File: config.mk
export PLATFORM = sky130hd
export DESIGN_NAME = spim_ctrl_top
export DESIGN_NICKNAME = d
export VERILOG_FILES = /design/src/rtl/spim_pkg.sv /design/src/rtl/spim_regs.sv /design/src/rtl/spim_cs_decode.sv /design/src/rtl/spim_shifter.sv /design/src/rtl/spim_ctrl_top.sv
export SDC_FILE = /design/constraint.sdc
export NUM_CORES = 1
export LEC_CHECK = 0
export ABC_CLOCK_PERIOD_IN_PS = 8600
export CAP_MARGIN = 20
export CORE_ASPECT_RATIO = 0.6
export CORE_MARGIN = 2
export CORE_UTILIZATION = 55
export CTS_BUF_LIST = sky130_fd_sc_hd__clkbuf_4
export DETAILED_ROUTE_END_ITERATION = 16
export GPL_TIMING_DRIVEN = 0
export PLACE_DENSITY = 0.88
export RECOVER_POWER = 100
export SLEW_MARGIN = 25
export SYNTH_ARGS = -nofsm -noshare
export SYNTH_HDL_FRONTEND = slang
export SYNTH_SLANG_ARGS = --single-unit
File: constraint.sdc
create_clock -name clk -period 8.6 [get_ports clk]
set_clock_uncertainty 0.2 [all_clocks]
set_input_delay 2.58 -clock clk [delete_from_list [all_inputs] [get_ports clk]]
set_output_delay 2.58 -clock clk [all_outputs]
set_load 0.005 [all_outputs]
File: src/rtl/spim_pkg.sv
package spim_pkg;

    localparam int REG_W    = 32;
    localparam int NUM_CS   = 8;
    localparam int WORD_MAX = 16;

    // register byte offsets
    localparam int OFS_CTRL  = 'h00;
    localparam int OFS_CFG   = 'h04;
    localparam int OFS_DOUT  = 'h08;
    localparam int OFS_DIN   = 'h0C;
    localparam int OFS_CAUSE = 'h10;
    localparam int OFS_TIME  = 'h18;

    // field positions
    localparam int CTRL_EN_BIT   = 0;
    localparam int CTRL_IDX_LSB  = 2;
    localparam int CTRL_BUSY_BIT = 8;
    localparam int CFG_WIDE_BIT  = 5;
    localparam int CFG_CPOL_BIT  = 11;
    localparam int CFG_CPHA_BIT  = 12;
    localparam int CFG_TXLSB_BIT = 13;
    localparam int CFG_RXLSB_BIT = 14;
    localparam int TIME_SMP_LSB  = 6;

    typedef struct packed {
        logic rx_lsb;
        logic tx_lsb;
        logic cpha;
        logic cpol;
        logic wide;
    } spi_cfg_t;

    typedef enum logic [1:0] {
        SMP_EDGE0 = 2'd0,
        SMP_EDGE  = 2'd1,
        SMP_LATE  = 2'd2,
        SMP_LATE3 = 2'd3
    } smp_sel_e;

    function automatic spi_cfg_t cfg_from_word(logic [REG_W-1:0] w);
        spi_cfg_t c;
        c.rx_lsb = w[CFG_RXLSB_BIT];
        c.tx_lsb = w[CFG_TXLSB_BIT];
        c.cpha   = w[CFG_CPHA_BIT];
        c.cpol   = w[CFG_CPOL_BIT];
        c.wide   = w[CFG_WIDE_BIT];
        return c;
    endfunction

    function automatic logic [REG_W-1:0] cfg_to_word(spi_cfg_t c);
        logic [REG_W-1:0] w;
        w = '0;
        w[CFG_RXLSB_BIT] = c.rx_lsb;
        w[CFG_TXLSB_BIT] = c.tx_lsb;
        w[CFG_CPHA_BIT]  = c.cpha;
        w[CFG_CPOL_BIT]  = c.cpol;
        w[CFG_WIDE_BIT]  = c.wide;
        return w;
    endfunction

    function automatic logic smp_is_late(smp_sel_e s);
        return s[1];
    endfunction

endpackage

File: src/rtl/spim_regs.sv
module spim_regs
    import spim_pkg::*;
#(
    parameter int ADDR_W   = 8,
    parameter int N_CS     = NUM_CS,
    parameter int W_MAX    = WORD_MAX,
    localparam int IDX_W   = $clog2(N_CS)
) (
    input  logic              clk,
    input  logic              rst,
    input  logic [ADDR_W-1:0] addr,
    input  logic              we,
    input  logic [REG_W-1:0]  wdata,
    output logic [REG_W-1:0]  rdata,
    output spi_cfg_t          cfg_o,
    output logic              cs_en_o,
    output logic [IDX_W-1:0]  cs_idx_o,
    output logic              smp_late_o,
    output logic              start_o,
    output logic [W_MAX-1:0]  tx_word_o,
    input  logic              busy_i,
    input  logic              done_i,
    input  logic [W_MAX-1:0]  rx_word_i
);

    logic sel_ctrl, sel_cfg, sel_dout, sel_din, sel_cause, sel_time;
    logic cause_q;
    smp_sel_e smp_q;

    assign sel_ctrl  = (addr == ADDR_W'(OFS_CTRL));
    assign sel_cfg   = (addr == ADDR_W'(OFS_CFG));
    assign sel_dout  = (addr == ADDR_W'(OFS_DOUT));
    assign sel_din   = (addr == ADDR_W'(OFS_DIN));
    assign sel_cause = (addr == ADDR_W'(OFS_CAUSE));
    assign sel_time  = (addr == ADDR_W'(OFS_TIME));

    always_ff @(posedge clk) begin
        if (rst) begin
            cs_en_o  <= 1'b0;
            cs_idx_o <= '0;
            cfg_o    <= '0;
            smp_q    <= SMP_EDGE;
            cause_q  <= 1'b0;
        end else begin
            if (we && sel_ctrl) begin
                cs_en_o  <= wdata[CTRL_EN_BIT];
                cs_idx_o <= wdata[CTRL_IDX_LSB +: IDX_W];
            end
            if (we && sel_cfg)
                cfg_o <= cfg_from_word(wdata);
            if (we && sel_time)
                smp_q <= smp_sel_e'(wdata[TIME_SMP_LSB +: 2]);
            if (we && sel_cause && (wdata == '0))
                cause_q <= 1'b0;
            if (done_i)
                cause_q <= 1'b1;
        end
    end

    assign start_o    = we && sel_dout;
    assign tx_word_o  = wdata[W_MAX-1:0];
    assign smp_late_o = smp_is_late(smp_q);

    always_comb begin
        rdata = '0;
        if (sel_ctrl) begin
            rdata[CTRL_EN_BIT]            = cs_en_o;
            rdata[CTRL_IDX_LSB +: IDX_W]  = cs_idx_o;
            rdata[CTRL_BUSY_BIT]          = busy_i;
        end
        if (sel_cfg)   rdata = cfg_to_word(cfg_o);
        if (sel_din)   rdata[W_MAX-1:0] = rx_word_i;
        if (sel_cause) rdata[0] = cause_q;
        if (sel_time)  rdata[TIME_SMP_LSB +: 2] = smp_q;
    end

    // completion is recorded on the cycle after the engine finishes
    a_r9_cause_set: assert property (@(posedge clk) disable iff (rst)
        done_i |=> cause_q);

    // only a zero write to the cause register drops the flag
    a_r9_cause_sticky: assert property (@(posedge clk) disable iff (rst)
        (cause_q && !(we && sel_cause && (wdata == '0))) |=> cause_q);

endmodule

File: src/rtl/spim_cs_decode.sv
module spim_cs_decode #(
    parameter int N_CS   = 8,
    localparam int IDX_W = $clog2(N_CS)
) (
    input  logic             clk,
    input  logic             rst,
    input  logic             en_i,
    input  logic [IDX_W-1:0] idx_i,
    output logic [N_CS-1:0]  cs_n_o
);

    for (genvar i = 0; i < N_CS; i++) begin : g_line
        assign cs_n_o[i] = !(en_i && (idx_i == IDX_W'(i)));
    end

    // never more than one target selected
    a_r2_cs_onehot0: assert property (@(posedge clk) disable iff (rst)
        $onehot0(~cs_n_o));

endmodule

File: src/rtl/spim_shifter.sv
module spim_shifter
    import spim_pkg::*;
#(
    parameter int W_MAX  = WORD_MAX,
    localparam int HALF  = W_MAX / 2,
    localparam int CNT_W = $clog2(W_MAX + 1)
) (
    input  logic             clk,
    input  logic             rst,
    input  spi_cfg_t         cfg_i,
    input  logic             smp_late_i,
    input  logic             start_i,
    input  logic [W_MAX-1:0] tx_word_i,
    input  logic             lead_i,
    input  logic             trail_i,
    input  logic             miso_i,
    output logic             sck_o,
    output logic             mosi_o,
    output logic             busy_o,
    output logic             done_o,
    output logic [W_MAX-1:0] rx_word_o
);

    logic             busy_q, phase_q, first_q, pend_q, sck_q, done_q;
    logic [CNT_W-1:0] cnt_q;
    logic [W_MAX-1:0] tx_q, rx_q;
    logic             lead_ok, trail_ok, smp_ev, shift_ev;
    logic [CNT_W-1:0] nbits;
    logic [W_MAX-1:0] tx_load, rx_next;

    assign lead_ok  = busy_q && !phase_q && lead_i && (cnt_q != '0);
    assign trail_ok = busy_q && phase_q && trail_i;
    assign smp_ev   = cfg_i.cpha ? trail_ok : lead_ok;
    assign shift_ev = cfg_i.cpha ? (lead_ok && !first_q) : trail_ok;
    assign nbits    = cfg_i.wide ? CNT_W'(W_MAX) : CNT_W'(HALF);

    always_comb begin
        if (cfg_i.wide)
            tx_load = tx_word_i;
        else if (cfg_i.tx_lsb)
            tx_load = {{HALF{1'b0}}, tx_word_i[HALF-1:0]};
        else
            tx_load = {tx_word_i[HALF-1:0], {HALF{1'b0}}};
    end

    assign rx_next = cfg_i.rx_lsb ? {miso_i, rx_q[W_MAX-1:1]}
                                  : {rx_q[W_MAX-2:0], miso_i};

    always_ff @(posedge clk) begin
        if (rst) begin
            busy_q  <= 1'b0;
            phase_q <= 1'b0;
            first_q <= 1'b0;
            pend_q  <= 1'b0;
            sck_q   <= 1'b0;
            done_q  <= 1'b0;
            cnt_q   <= '0;
            tx_q    <= '0;
            rx_q    <= '0;
        end else begin
            done_q <= 1'b0;
            if (!busy_q) begin
                sck_q <= cfg_i.cpol;
                if (start_i) begin
                    busy_q  <= 1'b1;
                    cnt_q   <= nbits;
                    tx_q    <= tx_load;
                    rx_q    <= '0;
                    phase_q <= 1'b0;
                    first_q <= 1'b1;
                    pend_q  <= 1'b0;
                end
            end else begin
                if (lead_ok) begin
                    sck_q   <= ~cfg_i.cpol;
                    phase_q <= 1'b1;
                    first_q <= 1'b0;
                end
                if (trail_ok) begin
                    sck_q   <= cfg_i.cpol;
                    phase_q <= 1'b0;
                    cnt_q   <= cnt_q - 1'b1;
                end
                if (shift_ev)
                    tx_q <= cfg_i.tx_lsb ? {1'b0, tx_q[W_MAX-1:1]}
                                         : {tx_q[W_MAX-2:0], 1'b0};
                if (pend_q) begin
                    rx_q   <= rx_next;
                    pend_q <= 1'b0;
                end
                if (smp_ev) begin
                    if (smp_late_i) pend_q <= 1'b1;
                    else            rx_q   <= rx_next;
                end
                if ((cnt_q == '0) && !pend_q) begin
                    busy_q <= 1'b0;
                    done_q <= 1'b1;
                end
            end
        end
    end

    assign sck_o  = sck_q;
    assign mosi_o = cfg_i.tx_lsb ? tx_q[0] : tx_q[W_MAX-1];
    assign busy_o = busy_q;
    assign done_o = done_q;

    always_comb begin
        if (cfg_i.wide)        rx_word_o = rx_q;
        else if (cfg_i.rx_lsb) rx_word_o = {{HALF{1'b0}}, rx_q[W_MAX-1:HALF]};
        else                   rx_word_o = {{HALF{1'b0}}, rx_q[HALF-1:0]};
    end

    // an accepted start makes the engine busy
    a_r8_start_busy: assert property (@(posedge clk) disable iff (rst)
        (start_i && !busy_q) |=> busy_q);

    // a start request during a word does not end or restart it
    a_r10_no_restart: assert property (@(posedge clk) disable iff (rst)
        (start_i && busy_q && (cnt_q != '0)) |=> busy_q);

    // a delayed capture is taken exactly one clock later
    a_r11_late_one_cycle: assert property (@(posedge clk) disable iff (rst)
        pend_q |=> !pend_q);

    // with no word in flight SCK follows the idle level
    a_r12_idle_sck: assert property (@(posedge clk) disable iff (rst)
        !busy_q |=> (sck_q == $past(cfg_i.cpol)));

endmodule

File: src/rtl/spim_ctrl_top.sv
module spim_ctrl_top
    import spim_pkg::*;
#(
    parameter int ADDR_W = 8,
    parameter int N_CS   = NUM_CS,
    parameter int W_MAX  = WORD_MAX,
    localparam int IDX_W = $clog2(N_CS)
) (
    input  logic              clk,
    input  logic              rst,
    input  logic [ADDR_W-1:0] reg_addr,
    input  logic              reg_we,
    input  logic [REG_W-1:0]  reg_wdata,
    output logic [REG_W-1:0]  reg_rdata,
    input  logic              edge_lead,
    input  logic              edge_trail,
    output logic              spi_sck,
    output logic              spi_mosi,
    input  logic              spi_miso,
    output logic [N_CS-1:0]   spi_cs_n
);

    spi_cfg_t         cfg;
    logic             cs_en, smp_late, start, busy, done;
    logic [IDX_W-1:0] cs_idx;
    logic [W_MAX-1:0] tx_word, rx_word;

    spim_regs #(.ADDR_W(ADDR_W), .N_CS(N_CS), .W_MAX(W_MAX)) regs_i (
        .clk, .rst,
        .addr(reg_addr), .we(reg_we), .wdata(reg_wdata), .rdata(reg_rdata),
        .cfg_o(cfg), .cs_en_o(cs_en), .cs_idx_o(cs_idx),
        .smp_late_o(smp_late), .start_o(start), .tx_word_o(tx_word),
        .busy_i(busy), .done_i(done), .rx_word_i(rx_word)
    );

    spim_cs_decode #(.N_CS(N_CS)) csdec_i (
        .clk, .rst, .en_i(cs_en), .idx_i(cs_idx), .cs_n_o(spi_cs_n)
    );

    spim_shifter #(.W_MAX(W_MAX)) shift_i (
        .clk, .rst, .cfg_i(cfg), .smp_late_i(smp_late), .start_i(start),
        .tx_word_i(tx_word), .lead_i(edge_lead), .trail_i(edge_trail),
        .miso_i(spi_miso), .sck_o(spi_sck), .mosi_o(spi_mosi),
        .busy_o(busy), .done_o(done), .rx_word_o(rx_word)
    );

endmodule

== Word-level counts from Yosys, hierarchy flattened ==
Cells that the tools add are included.

* Output and inout port bits: 42
* Register bits: 55
* Input bits: 46

* Bitwise logic cells: 2
* Reductions and logical operators: 44
* Equality and inequality tests: 16
* Mux-type cells: 47
* $add $sub $neg: 1

{| class="wikitable"
|+ Operator list
! operator !! count
|-
| $mux W16 || 14
|-
| $logic_not A32 Y1 || 1
|-
| $mux W1 || 25
|-
| $logic_and A1 B1 Y1 || 21
|-
| $mux W5 || 4
|-
| $eq A8 B4 Y1 const B || 2
|-
| $eq A8 B5 Y1 const B || 2
|-
| $mux W15 || 1
|-
| $eq A3 B3 Y1 const B || 4
|-
| $logic_not A1 Y1 || 11
|-
| $eq A8 B3 Y1 const B || 1
|-
| $logic_not A8 Y1 || 1
|-
| $mux W8 || 1
|-
| $reduce_and A2 Y1 || 4
|-
| $eq A3 B2 Y1 const B || 2
|-
| $ne A2 B2 Y1 const B || 3
|-
| $logic_not A5 Y1 || 1
|-
| $reduce_bool A5 Y1 || 1
|-
| $sub A5 B1 Y5 const B || 1
|-
| $reduce_bool A2 Y1 || 2
|-
| $eq A3 B1 Y1 const B || 1
|-
| $logic_not A3 Y1 || 1
|-
| $mux W3 || 1
|-
| $ne A3 B3 Y1 const B || 1
|-
| 3 further kinds || 4
|}

== Logic depth before layout (Yosys ltp) ==
Gate-level depths: netlist of the first run.

* Depth in word-level cells: 8
* Mapped depth: 8

== Hierarchy ==
A second synthesis of the first run with hierarchy kept.

* Cell total of the unflattened synthesis: 394
* Area total of the unflattened synthesis: 3,638.5 um2

{| class="wikitable"
|+ Modules (own cells, without submodules)
! module !! sequential area each (um2) !! area each (um2) !! cells an instance !! times used
|-
| spim_shifter || 860.8 || 2,534.9 || 265 || 1
|-
| spim_regs || 240.2 || 1,027.2 || 121 || 1
|-
| spim_cs_decode || 0.0 || 76.3 || 8 || 1
|}

== Worst setup path after synthesis of the first run ==
OpenSTA, ideal clock, no wires.

* Path type: input port to output port
* Start point: input port reg_addr[7]
* End point: output port reg_rdata[11]
* Setup slack: 2,066 ps
* Buffers on the path: 0
* Stages: 4
* Arrival: 3,754 ps
* Cell sequence: nor4_4 nand3_1 nor4_2 a22o_1

* Cells in the longest elaborated chain, start to end: 3
* Elaborated cells between the ends (all ways): 4
* Those cells by class: eq/ne: 2; mux: 2

{| class="wikitable"
|+ RTL lines
! element !! RTL line !! text
|-
| start, declared || spim_ctrl_top.sv:11 || <nowiki>input logic [ADDR_W-1:0] reg_addr,</nowiki>
|-
| $eq A8 B3 Y1 || spim_regs.sv:31 || <nowiki>assign sel_cfg = (addr == ADDR_W'(OFS_CFG));</nowiki>
|-
| $mux W15 || spim_regs.sv:71 || <nowiki>if (sel_cfg) rdata = cfg_to_word(cfg_o);</nowiki>
|-
| $mux W16 * || spim_regs.sv:72 || <nowiki>if (sel_din) rdata[W_MAX-1:0] = rx_word_i;</nowiki>
|-
| end, declared || spim_ctrl_top.sv:14 || <nowiki>output logic [REG_W-1:0] reg_rdata,</nowiki>
|}

Every way passes the cells marked *; elsewhere a longest branch is shown, timed or not.

== Final worst setup path of the first run ==
* Start point: input port reg_addr[7]
* End point: output port reg_rdata[8]

* Cells in the longest elaborated chain, start to end: 4
* Elaborated cells between the ends (all ways): 6
* Those cells by class: eq/ne: 2; mux: 3; reduce/logical: 1

{| class="wikitable"
|+ RTL lines
! element !! RTL line !! text
|-
| $logic_not A8 Y1 || spim_regs.sv:30 || <nowiki>assign sel_ctrl = (addr == ADDR_W'(OFS_CTRL));</nowiki>
|-
| $mux W1 || spim_regs.sv:66 || <nowiki>if (sel_ctrl) begin</nowiki>
|-
| $mux W15 || spim_regs.sv:71 ||
|-
| $mux W16 * || spim_regs.sv:72 ||
|}

Marked as above.

==> impl_metrics.ini, run 1 <==
[worst_setup_path]
ff2ff_path_depth = 7
required_ns = 5.82
crit_type = input pin to output pin
end_kind = output pin
r2r_slack_ns = 6.14
r2r-end = shift_i.tx_q[4]
arrival_ns = 5.29
r2r-start = shift_i.cnt_q[0]
crit_path_start_kind = input pin
crit_fanout = 10

[global_route]
gr-total-overflow = 0
antenna_found_initial = 0
grt_max_degree = 16
grt_pass1_wl_mm = 17.80
grt_usage = 0.3240
grt_pass1_vias = 3459

[timing]
slew_viol_final = 0
setup-tns-final_ns = 0
max_slew_margin = 0.4240
max_freq_ghz = 0.1239
post-route-period-util = 0.9385
grt_setup_unrepaired = false
worstMarginPinSlew_ns = 0.8527
fin_hold_ws_ns = 0.2898
period_needed_ns = 8.071
hold_viol_final = 0
setup_viol = 0

[layout]
final_nets = 550
seqCellArea_sq_um = 1101
area_delta_synth_final_pct = 26.03
layout_common_cells = dfxtp_1, nand2_1, clkdlybuf4s50_1
final_common_cell = dfxtp_1
drive_above_1_share = 0.1173
multi_input_area_sq_um = 2152
num_antenna_cells = 0
nFillCells = 465

[run]
drv_cap = 0

[floorplan]
die_x_um = 107.0
die_area_sq_um = 7038
ios = 88
rows = 22
core_sq_um = 6138
dieHeight_um = 65.79
start_util = 0.5701

[yosys]
synth_edf_count = 0
synth_xor_area_frac = 0.002503
yosys.area_share.simple = 0.2281
synth_top_area_frac = 0.3146
synth_flop_cell = dfxtp_1
synth_compound_area_frac = 0.1999
synth-adder-area-share = 0.003575
yosysWarnings = 0
yosys-top-cells-area = dfxtp_1, mux2i_1, nand2_1
async_flop_share = 0
yosys-mux-area-fraction = 0.1659
seq_area_frac_synth = 0.3146
synth_top_family_by_area = simple AND/OR/NAND/NOR gates
synth_cells = 412
synth.cell_area_sq_um = 3500
synth_cell_types = 61
avgSynthCellArea_sq_um = 8.494
yosysTopAreaCell = dfxtp_1
ys_seq_elements = 55

[placement]
routabilityCongestion = 0.9853
dp.final_hpwl_mm = 8.606
numPortBuffers = 69

[routing]
met1Wirelength_mm = 5.030
firstDrtPassIters = 5
top_layer_used = met4
dr.first_iter.drc_count = 395
routed_wl_mm = 11.20
routed-wl-met3_mm = 1.409
vias = 3673
routedWlPerCell_um = 19.08
wl_met2_mm = 4.625
drcViolationCount = 0
viasPerCell = 6.257
ant_nets = 0

[power_and_ir_drop]
p_leak_uw = 0.001688
power.total_uw = 456.1
irDropWorstVdd_v = 0.00009155
power_density_nw_per_um2 = 103.4

[clock_tree]
clk_latency_ns = 0.39
cts.sinks = 55
cts_made_buffers = 5
clock-root-buffer = clkbuf_4
cts_setup_buffers = 0
cts_resized = 0
clkTransAtPathRegs_ns = 0.15
cts-hold-fix-buffers = 0
htreeDepth = 2
clockBufferDepth = 2
cts_tree = built

[worst_hold_path]
hp-class = flip-flop to flip-flop
hold-path-cell-count = 2
hold_path_end = shift_i.first_q
worstHoldStart = shift_i.first_q

[run_status]
outcome = completed
-- cell usage after synthesis (all sizes together) (2+ instances only) --
cell type and count:
mux2i 40, nor2b 5, inv 12, a31oi 3
mux2 16, buf 24, nand2b 2, o221ai 4
nor2 26, a31o 5, o211ai 7, o311a 3
a22o 5, clkbuf 20, o31ai 3, nor3 4
and2 6, a211oi 5, or3b 2, nand3 10
a2111o 3, or2 4, o21ai 15, a211o 4
a221oi 4, a21oi 12, o41ai 3, dfxtp 55
nand3b 3, nor3b 3, nor4 19, nor4b 4
nand2 51, o22ai 4, nand4 8
-- worst max path at each step --
stage / start / to / slack (ns) / cells past startpoint
after floorplan: reg_addr[7] / reg_rdata[11] / 2.07 / 4
after global placement: reg_addr[7] / reg_rdata[8] / 0.73 / 6
after detailed placement: reg_addr[7] / reg_rdata[8] / 0.70 / 6
after CTS: reg_addr[7] / reg_rdata[8] / 0.70 / 6
after global routing: reg_addr[7] / reg_rdata[14] / 0.32 / 6
final: reg_addr[7] / reg_rdata[8] / 0.53 / 6
-- worst max-delay path: stages --
cell and delay, ns:
dlygate4sd3_1 0.58, nor4_4 0.61, nand3_1 0.17, nor4_2 0.52
a22o_1 0.26, dlygate4sd3_1 0.56
-- state kept, by name, summed over array words and instances (netlist names) --
name             cells
shift_i.rx_q        16
shift_i.tx_q        16
shift_i.first_q      1
regs_i.cs_idx_o      3
shift_i.phase_q      1
regs_i.cs_en_o       1
shift_i.busy_o       1
shift_i.cnt_q        5
shift_i.pend_q       1
regs_i.cfg_o         5
shift_i.done_o       1
regs_i.cause_q       1
regs_i.smp_q         2
shift_i.sck_o        1
-- stage by stage --
step	cells	area (sq um)	setup slack (ns)	utilization
floorplan	427	3556	2.066	-
global placement	580	4352	0.7281	0.7089
detailed placement	580	4352	0.7002	0.7089
CTS	587	4427	0.7013	0.7212
global route	587	4410	0.3191	0.7185
finish	587	4410	0.5293	0.7185
-- kinds of logic (layout without fill, tap and decap cells) --
| group | after synthesis | after routing |
|---|---|---|
| AOI/OAI and AO/OA | 92 | 92 |
| xor gates and xnor gates | 1 | 1 |
| adders and majority gates | 1 | 1 |
| buffers and inverters | 57 | 133 |
| DFF | 55 | 55 |
| muxes | 56 | 56 |
| other | 1 | 16 |
| and+or+nand+nor | 149 | 149 |
-- report_power, final --
part           internal, uW  switching [uW]  total [uW]
Sequential              255           0.233         255
Clock                  63.2            82.9         146
Combinational          28.2            26.3        54.6
Total                   347             109         456
-- metal layers --
metal	global-route usage	vias up
met2	0.4896	252
met4	0.07792	0
met5	0	-
met1	0.4695	1707
li1	-	1692
met3	0.07291	22
-- area by class of cell --
type	instances	area share
Tap cell	84	0.02383
Multi-Input combinational cell	315	0.4879
Inverter	13	0.01106
Timing Repair Buffer	69	0.1566
Clock buffer	6	0.01021
Buffer	44	0.05390
Clock inverter	1	0.006809
Sequential cell	55	0.2496
(Power assumes the default switching activity.)
==> inputs of run 2 (changes only) <==
--- a/config.mk
+++ b/config.mk
@@ -5,15 +5,15 @@
 export SDC_FILE = /design/constraint.sdc
 export NUM_CORES = 1
 export LEC_CHECK = 0
-export ABC_CLOCK_PERIOD_IN_PS = 8600
+export ABC_CLOCK_PERIOD_IN_PS = 8700
 export CAP_MARGIN = 20
 export CORE_ASPECT_RATIO = 0.6
 export CORE_MARGIN = 2
-export CORE_UTILIZATION = 55
+export CORE_UTILIZATION = 51
 export CTS_BUF_LIST = sky130_fd_sc_hd__clkbuf_4
 export DETAILED_ROUTE_END_ITERATION = 16
 export GPL_TIMING_DRIVEN = 0
-export PLACE_DENSITY = 0.88
+export PLACE_DENSITY = 0.83
 export RECOVER_POWER = 100
 export SLEW_MARGIN = 25
 export SYNTH_ARGS = -nofsm -noshare
==> constraint.sdc (replaced) <==
create_clock -name clk -period 8.7 [get_ports clk]
set_clock_uncertainty 0.2 [all_clocks]
set_input_delay 2.61 -clock clk [delete_from_list [all_inputs] [get_ports clk]]
set_output_delay 2.61 -clock clk [all_outputs]
set_load 0.005 [all_outputs]
==> run 2 against run 1 <==
The run now ends with capacitance limit, slew limit left. Critical path type unchanged. Sequential cell count is the same. Largest cell class unchanged. Final area grew 0.28%. Clock power grew 22%. Setup slack lost 0.12 ns.
==> impl_metrics.ini, run 2 (same netlist as run 1, synthesis figures left out) <==
[global_route]
gr-total-overflow = 0
antenna_found_initial = 0
grt_pass1_vias = 3235
grtUsageMet1 = 0.4113
grt_usage = 0.2866
grt-busiest-layer = met2
grt_use_met3 = 0.07086
grt_use_met2 = 0.4371
grt_max_degree = 18
grt_pass1_wl_mm = 17.04

[clock_tree]
cts-hold-fix-buffers = 0
cts_resized = 0
clk_latency_ns = 0.40
htreeDepth = 2
cts.sinks = 55
cts_setup_buffers = 0
cts_tree = built
cts_made_buffers = 5
clkTransAtPathRegs_ns = 0.17
clockBufferDepth = 2
clock-root-buffer = clkbuf_4

[placement]
dp.final_hpwl_mm = 8.360
numPortBuffers = 69
dp.cells = 583
routabilityCongestion = 0.9551

[run_status]
outcome = finished with violations
violations = capacitance limit, slew limit

[worst_setup_path]
crit_type = input pin to output pin
crit_fanout = 10
end_kind = output pin
crit_path_frequent_cell = dlygate4sd3_1
worstPathCellList = dlygate4sd3_1 -> nor4_4 -> nand3_1 -> nor4_2 -> a22o_1 -> dlygate4sd3_1
crit_path_top_delay_cell = nor4_4
arrival_ns = 5.48
cpPeakStageDelay_ns = 0.62
required_ns = 5.89
crit_path_start_kind = input pin
path_delay_family = simple AND/OR/NAND/NOR gates
crit_buf_inv = 2

[routing]
routedWlPerCell_um = 18.70
vias = 3620
ant_nets = 0
firstDrtPassIters = 5
routed_wl_mm = 11.05
dr.first_iter.drc_count = 502
drcViolationCount = 0
viasPerCell = 6.125

[floorplan]
die_area_sq_um = 7562
start_util = 0.5264
die_x_um = 110.9
ios = 88
core_sq_um = 6648
rows = 23
dieHeight_um = 68.17

[layout]
final_common_cell = dfxtp_1
instances_no_fill = 591
num_antenna_cells = 0
area_delta_synth_final_pct = 26.39
final_nets = 550
layout_common_cells = dfxtp_1, nand2_1, clkdlybuf4s50_1
drive_above_1_share = 0.1151
seqCellArea_sq_um = 1101
nFillCells = 557
top_regs = shift_i.rx_q (16), shift_i.tx_q (16)
multi_input_area_sq_um = 2138
fin_util = 0.6653

[timing]
setup-tns-final_ns = 0
fin_hold_ws_ns = 0.3015
post-route-period-util = 0.9526
period_needed_ns = 8.288
hold_viol_final = 0
max_slew_margin = -0.01027
grt_setup_unrepaired = false
max_freq_ghz = 0.1207
worstMarginPinSlew_ns = 1.503
slew_viol_final = 8
setup_viol = 0

[worst_hold_path]
hp-class = flip-flop to flip-flop

[run]
drv_cap = 1

[power_and_ir_drop]
power_density_nw_per_um2 = 109.4
p_leak_uw = 0.001699
irDropWorstVdd_v = 0.00007999
power.total_uw = 484.0
==> run 2: final timing paths <==
| kind | startpoint | endpoint | slack, ns | cells after the start |
|---|---|---|---|---|
| setup reg to reg | shift_i.cnt_q[0] | shift_i.rx_q[13] | 5.19 | 7 |
| hold reg to reg | shift_i.rx_q[0] | shift_i.rx_q[0] | 0.30 | 2 |
| hold / removal | shift_i.rx_q[0] | shift_i.rx_q[0] | 0.30 | 2 |
| setup / recovery | reg_addr[7] | reg_rdata[14] | 0.41 | 6 |
==> run 2: area by class of cell <==
type | count | share of cell area
inverter | 13 | 0.01103
tap | 87 | 0.02461
multi-input combinational | 315 | 0.4835
clock buffer | 5 | 0.008487
clock inverter | 3 | 0.01528
buffer | 44 | 0.05205
timing repair buffer | 69 | 0.1562
sequential | 55 | 0.2489
==> run 2: per-layer routing <==
layer,part of all wire,vias up
li1,-,1686
met4,0.011,0
met2,0.41,227
met5,0,-
met3,0.11,11
met1,0.47,1696
==> run 2: worst register-to-register path, stage by stage (launching register included) <==
cell      delay (ns)
dfxtp_1         0.37
inv_1           0.06
ha_1            0.16
nor4b_4         0.42
nor4_1          0.11
o31ai_1         1.19
clkbuf_1        0.67
mux2i_1         0.26
==> run 2: report_power, final <==
| group | switching, uW | internal, uW | leakage, uW |
|---|---|---|---|
| Sequential | 0.225 | 252 | 0.000443 |
| Clock | 88.3 | 89.3 | 0.0000514 |
| Combinational | 25.9 | 27.8 | 0.00120 |
| Total | 114 | 369 | 0.00170 |
==> run 2: stage by stage <==
| step | area (sq um) | setup WS, ns |
|---|---|---|
| 5_1_grt | 4423 | 0.3421 |
| 3_3_place_gp | 4355 | 0.6631 |
| 3_5_place_dp | 4355 | 0.6473 |
| 4_1_cts | 4461 | 0.6306 |
| 2_1_floorplan | 3556 | 2.106 |
| 6_report | 4423 | 0.4121 |
==> inputs of run 3 (changes only) <==
--- a/config.mk
+++ b/config.mk
@@ -7,8 +7,7 @@
 export LEC_CHECK = 0
 export ABC_CLOCK_PERIOD_IN_PS = 8700
 export CAP_MARGIN = 20
-export CORE_ASPECT_RATIO = 0.6
-export CORE_MARGIN = 2
+export CORE_ASPECT_RATIO = 1.2
 export CORE_UTILIZATION = 51
 export CTS_BUF_LIST = sky130_fd_sc_hd__clkbuf_4
 export DETAILED_ROUTE_END_ITERATION = 16
==> run 3 against run 2 <==
The flow now finishes without violations. Global-route usage down 1.3 points. First-iteration DRC count shrank 59%. Hold slack lost 0.026 ns. Via count down 2.9%. Clock power fell by 35%. Sequential cell count unchanged. Critical path depth stayed put. Die area is 4.8% lower. Combinational power down 3%. Count of clock-buffer cells in the layout increased by 1. Critical path type unchanged. Largest cell class unchanged.
==> impl_metrics.ini, run 3 (same netlist as run 1, synthesis figures left out) <==
[layout]
area_delta_synth_final_pct = 25.56
nFillCells = 562
layout_common_cells = dfxtp_1, nand2_1, clkdlybuf4s50_1
fin_util = 0.6733
final_common_cell = dfxtp_1
final_nets = 550
drive_above_1_share = 0.1190
top_regs = shift_i.rx_q (16), shift_i.tx_q (16)
num_antenna_cells = 0

[global_route]
grt_pass1_vias = 3258
gr-total-overflow = 0
antenna_found_initial = 0
grt_max_degree = 17
grt_usage = 0.2732
grt_pass1_wl_mm = 15.67

[routing]
drcViolationCount = 0
top_layer_used = met4
viasPerCell = 5.966
met1Wirelength_mm = 4.023
firstDrtPassIters = 5
vias = 3514
ant_nets = 0
wl_met2_mm = 4.976
routed_wl_mm = 9.897
dr.first_iter.drc_count = 207
routedWlPerCell_um = 16.80
routed-wl-met3_um = 715

[timing]
max_freq_ghz = 0.1250
max_slew_margin = 0.4848
slew_viol_final = 0
setup-tns-final_ns = 0
worstMarginPinSlew_ns = 0.7628
setup_viol = 0
post-route-period-util = 0.9194
grt_setup_unrepaired = false
period_needed_ns = 7.998
hold_viol_final = 0

[clock_tree]
clockBufferDepth = 2
clk_latency_ns = 0.39
cts-hold-fix-buffers = 0
htreeDepth = 2
cts_setup_buffers = 0
cts_resized = 0
cts_made_buffers = 5
cts.sinks = 55
clock-root-buffer = clkbuf_4
clkTransAtPathRegs_ns = 0.14
cts_tree = built

[power_and_ir_drop]
comb_power_share = 0.123
switching_share = 0.2526
pwr-share-clk = 0.277
p_leak_uw = 0.001681
power_density_nw_per_um2 = 95.78
p_int_uw = 314.5
irDropWorstVdd_v = 0.00008629
pwr-share-seq = 0.600
switching_power_uw = 106.3

[floorplan]
die_x_um = 77.62
rows = 32
die_area_sq_um = 7199
start_util = 0.5362
ios = 88
dieHeight_um = 92.75
core_sq_um = 6526

[placement]
numPortBuffers = 69
routabilityCongestion = 0.9159
dp.final_hpwl_mm = 7.652

[worst_setup_path]
crit_fanout = 10
arrival_ns = 5.19
crit_type = input pin to output pin
required_ns = 5.89
end_kind = output pin
crit_path_start_kind = input pin

[worst_hold_path]
hp-class = flip-flop to flip-flop

[run]
drv_cap = 0

[run_status]
outcome = completed
==> run 3: power by group through the flow <==
stage          Sequential (uW)  Combinational (uW)  Clock (uW)
3_3_place_gp               258                50.7           0
4_1_cts                    252                51.2         118
3_5_place_dp               258                51.0           0
6_report                   252                51.9         116
5_1_grt                    253                55.1         129
2_1_floorplan              258                20.9           0
==> run 3: final cells by class <==
cell class,count,area (sq um),share of cell area
buffer,44,237.7,0.05410
clock inverter,2,12.51,0.002847
sequential,55,1101,0.2506
inverter,13,48.80,0.01110
tap,85,106.4,0.02420
clock buffer,6,45.04,0.01025
multi-input combinational,315,2152,0.4897
timing repair buffer,69,690.7,0.1572
==> run 3: worst paths after layout <==
kind	startpoint	endpoint	slack, ns	cells past startpoint
setup / recovery	reg_addr[7]	reg_rdata[12]	0.70	6
hold reg to reg	shift_i.first_q	shift_i.first_q	0.28	2
hold / removal	shift_i.first_q	shift_i.first_q	0.28	2
setup reg to reg	regs_i.cfg_o[3]	shift_i.tx_q[15]	6.28	6
==> run 3: worst max-delay path: stages <==
cell	delay [ns]
dlygate4sd3_1	0.59
nor4_4	0.56
nand3_1	0.16
nor4_2	0.47
a22o_1	0.24
dlygate4sd3_1	0.56
==> run 3: metal layers <==
metal  track usage  vias up
li1              -     1679
met3       0.05123       21
met1        0.3188     1645
met4       0.08962        0
met2        0.4963      169
met5             0        -
==> run 3: metrics by stage <==
| step | instances | setup WS, ns | instance area, sq um | hold slack, ns | total power, uW |
|---|---|---|---|---|---|
| final | 589 | 0.7015 | 4394 | 0.2753 | 420.9 |
| after global routing | 589 | 0.5588 | 4394 | 0.2906 | 436.6 |
| after floorplan | 427 | 2.106 | 3556 | 0.2312 | 278.6 |
| after CTS | 589 | 0.8652 | 4410 | 0.2745 | 421.2 |
| after global placement | 581 | 0.8945 | 4353 | 0.2484 | 308.5 |
| after detailed placement | 581 | 0.8682 | 4353 | 0.2540 | 308.8 |
